`config.mk`:
```
export PLATFORM = sky130hd
export DESIGN_NAME = port_arbiter
export DESIGN_NICKNAME = d
export VERILOG_FILES = /design/src/rtl/port_arbiter_pkg.sv /design/src/rtl/port_arbiter_ctrl.sv /design/src/rtl/port_arbiter_dp.sv /design/src/rtl/port_arbiter.sv
export SDC_FILE = /design/constraint.sdc
export NUM_CORES = 1
export LEC_CHECK = 0
export ABC_AREA = 1
export BUFFER_PORTS_ARGS = -buffer_cell sky130_fd_sc_hd__buf_2
export CORE_AREA = 4 4 41 43
export CTS_CLUSTER_DIAMETER = 100
export CTS_CLUSTER_SIZE = 10
export DETAILED_ROUTE_END_ITERATION = 8
export DIE_AREA = 0 0 45 47
export PLACE_DENSITY = 0.71
export SLEW_MARGIN = 0
export SYNTH_ARGS = -nofsm -noshare
export SYNTH_HDL_FRONTEND = slang
export SYNTH_HIERARCHICAL = 1
export SYNTH_SLANG_ARGS = --single-unit
```
`constraint.sdc`:
```
create_clock -name clk -period 2.05 [get_ports clk]
set_input_delay 0.41 -clock clk [delete_from_list [all_inputs] [get_ports clk]]
set_output_delay 0.41 -clock clk [all_outputs]
set_load 0.005 [all_outputs]
```
`src/rtl/port_arbiter_pkg.sv`:
```
package port_arbiter_pkg;
  localparam int NumPorts = 7;
  localparam int IdxW = $clog2(NumPorts + 1);

  typedef enum logic [1:0] {
    ST_IDLE    = 2'b00,
    ST_XMITCOL = 2'b01,
    ST_ACTIVE  = 2'b10,
    ST_OTHER   = 2'b11
  } repStateT;

  typedef struct packed {
    logic arbOn;  // an arbitration state is active
    logic useRx;  // receive activity counts as a request
  } arbStrobeT;
endpackage

```
`src/rtl/port_arbiter_ctrl.sv`:
```
module port_arbiter_ctrl
  import port_arbiter_pkg::*;
(
  input  logic [1:0] repState,
  output arbStrobeT  strobe
);
  always_comb begin
    strobe = '0;
    case (repStateT'(repState))
      ST_IDLE: begin
        strobe.arbOn = 1'b1;
        strobe.useRx = 1'b1;
      end
      ST_XMITCOL: strobe.arbOn = 1'b1;
      default: strobe = '0;
    endcase
  end
endmodule

```
`src/rtl/port_arbiter_dp.sv`:
```
module port_arbiter_dp
  import port_arbiter_pkg::*;
#(
  parameter int Ports = NumPorts,
  localparam int IW = $clog2(Ports + 1)
) (
  input  logic             clk,
  input  logic             rstN,
  input  arbStrobeT        strobe,
  input  logic [Ports-1:0] rxAct,
  input  logic [Ports-1:0] colAct,
  input  logic             chainIn,
  output logic             chainOut,
  output logic [IW-1:0]    winIdx,
  output logic             winValid
);
  logic [Ports-1:0] reqVec;
  logic [Ports:0]   grantPath;  // grantPath[i]: no higher port requested
  logic [IW-1:0]    pickIdx;

  assign reqVec = strobe.arbOn ? (colAct | (strobe.useRx ? rxAct : '0)) : '0;

  assign grantPath[0] = chainIn;
  for (genvar p = 0; p < Ports; p++) begin : g_chain
    assign grantPath[p+1] = grantPath[p] & ~reqVec[p];
  end
  assign chainOut = grantPath[Ports];

  always_comb begin
    pickIdx = '0;
    for (int p = Ports - 1; p >= 0; p--) begin
      if (grantPath[p] && reqVec[p]) pickIdx = IW'(p + 1);
    end
  end

  always_ff @(posedge clk) begin
    if (!rstN) begin
      winIdx   <= '0;
      winValid <= 1'b0;
    end else if (strobe.arbOn) begin
      winIdx   <= pickIdx;
      winValid <= (pickIdx != '0);
    end
  end
endmodule

```
`src/rtl/port_arbiter.sv`:
```
module port_arbiter
  import port_arbiter_pkg::*;
(
  input  logic                clk,
  input  logic                rstN,
  input  logic [1:0]          repState,
  input  logic [NumPorts-1:0] rxAct,
  input  logic [NumPorts-1:0] colAct,
  input  logic                chainIn,
  output logic                chainOut,
  output logic [IdxW-1:0]     winIdx,
  output logic                winValid
);
  arbStrobeT strobe;

  port_arbiter_ctrl u_ctrl (
    .repState(repState),
    .strobe  (strobe)
  );

  port_arbiter_dp #(.Ports(NumPorts)) u_dp (
    .clk     (clk),
    .rstN    (rstN),
    .strobe  (strobe),
    .rxAct   (rxAct),
    .colAct  (colAct),
    .chainIn (chainIn),
    .chainOut(chainOut),
    .winIdx  (winIdx),
    .winValid(winValid)
  );
endmodule

```
==> results.json <==
{
  "status": "finished clean",
  "path_clk_slew_ns": 0.04,
  "maxSlewViolCount": 0,
  "clock_latency_ns": 0.24,
  "grt_overflow": 0,
  "postCtsSetupBuffers": 0,
  "gp_congestion": 0.7908,
  "dp.cells": 112,
  "power_density_nw_per_um2": 492.2,
  "relSlewSlack_pct": 67.22,
  "vias": 511,
  "pin_count": 24,
  "min_period_ns": 1.780,
  "syn2layout_area_growth_pct": 34.32,
  "max_freq_mhz": 561.8,
  "yosysSeqAreaShare_pct": 18.93,
  "nets": 121,
  "clock_sinks": 4,
  "syn_inst": 75,
  "cap_violations": 0,
  "setup_violations": 0,
  "syn_area_um2": 422.9,
  "r2r_start": "u_dp/winValid$_SDFFE_PN0P_",
  "finalWirelength_mm": 1.016,
  "n_antenna_cell": 0,
  "cts_tree": "done",
  "hold_viol": 0,
  "ys_warn_count": 6,
  "layout-drive-gt1-share_pct": 42.00,
  "hp-start": "rstN",
  "final_cells": 115,
  "leakagePower_nw": 0.3604,
  "final_cell_mix": "buf_2, nand2_1, inv_1",
  "place_hpwl_um": 848,
  "cp.required_ns": 1.64,
  "grt_max_degree": 13,
  "viasPerCell": 4.443,
  "cp_max_fo": 7,
  "antenna_found_initial": 0,
  "cts_buffers": 3,
  "final_common_cell": "buf_2",
  "port_buffers": 23,
  "syn_area_per_cell_um2": 5.639,
  "hold_class": "in -> reg",
  "crit_path_start_kind": "primary input",
  "final.setup.tns_ns": 0,
  "synth.net_count": 94,
  "criticalPathCategory": "in -> out",
  "route.antenna.remaining_nets": 0,
  "synth_cell_types": 16,
  "tightest_slew_ns": 0.4912,
  "grt_pass1_vias": 456,
  "postLayoutCoreUtil_pct": 43.65,
  "worst_slack_ns": 0.2701,
  "core_area_um2": 1301,
  "critPathArrivalTime_ns": 1.37,
  "die-area_um2": 2115,
  "grt_first_pass_wirelength_mm": 1.621,
  "cts-root-buf": "clkbuf_4",
  "drcViolationCount": 0,
  "dp_slack_ns": 0.2662,
  "dr.pass1.iters": 4,
  "peakVddDrop_v": 0.0002087,
  "hold_buffers": 0,
  "die_h_um": 47,
  "cp-startpoint": "repState[0]",
  "drtIter0Drc": 14,
  "rows": 13,
  "synth_seq_cells": 4,
  "clk_path_buf_depth": 2,
  "rsz0062_at_grt": "false",
  "cp-end-kind": "output port",
  "die_x_um": 45,
  "grt_use_total_pct": 10.74,
  "post_cts_resized": 0,
  "wl_per_cell_um": 8.835,
  "skew_ns": 0,
  "cts-htree-levels": 1,
  "fin_crit_sh_pct": 86.83,
  "start_util_pct": 32.50
}
worst paths after layout:
check                                      to  slack (ns)  cells past startpoint
hold / removal    u_dp/winIdx[0]$_SDFFE_PN0P_        0.37                      3
hold reg to reg   u_dp/winIdx[2]$_SDFFE_PN0P_        0.48                      2
setup / recovery                     chainOut        0.27                      8
setup reg to reg   u_dp/winValid$_SDFFE_PN0P_        1.43                      4
sequential cells by signal (all words and copies together), names as in the netlist:
register       flops
u_dp/winIdx        3
u_dp/winValid      1
power by group:
group | leakage, nW | internal, mW | switching (mW)
clock | 0.0138 | 0.0658 | 0.0366
sequential | 0.0330 | 0.0840 | 0.00223
combinational | 0.314 | 0.0388 | 0.0522
total | 0.360 | 0.189 | 0.0911
cell families after synthesis:
family	share of synthesized area, %
buf+inv	15.98
compound gates	5.621
simple gates	59.47
flops	18.94
through the flow:
stage                     power [mW]  hold WS (ns)  cell area, um2
final                         0.2796        0.3699           568.0
after global routing          0.3025        0.3803           568.0
after CTS                     0.2842        0.3654           568.0
after detailed placement      0.1787        0.4770           545.5
after global placement        0.1772        0.4565           545.5
after floorplan               0.1485        0.4563           422.9
worst max-delay path, cell delays in order:
cell     delay (ns)
buf_2          0.09
nor2_1         0.31
nand2_1        0.12
nand2_2        0.10
nand2_4        0.07
nand4_1        0.10
nor3_1         0.05
buf_2          0.12
layout make-up:
cell class	instances	area [um2]
clock buffer	3	22.52
timing repair buffer	23	115.1
tap	15	18.77
sequential	4	80.08
multi-input combinational	55	275.3
inverter	15	56.30
fill	158	733.2
per-layer routing:
metal,global-route usage (%),routed length (um),up-vias
met2,18.36,537,10
met5,0,0,-
met4,7.018,21,0
met3,4.981,45,2
met1,10.45,412,223
li1,-,-,276
synthesized netlist by cell type:
master | instances | area (um2)
buf_6 | 1 | 11.26
o21ai_0 | 1 | 5.000
nor2_2 | 4 | 25.02
nor2_1 | 7 | 26.28
nand2_4 | 1 | 11.26
nand3_2 | 1 | 10.01
nor3_1 | 1 | 5.000
clkinv_1 | 1 | 3.750
inv_1 | 14 | 52.55
dfxtp_1 | 4 | 80.08
nand4_1 | 3 | 18.77
nand2_2 | 9 | 56.30
a21oi_2 | 1 | 8.760
nand3_1 | 4 | 20.02
nand2_1 | 21 | 78.83
a21oi_1 | 2 | 10.01
Power figures use the tool's default switching activity.
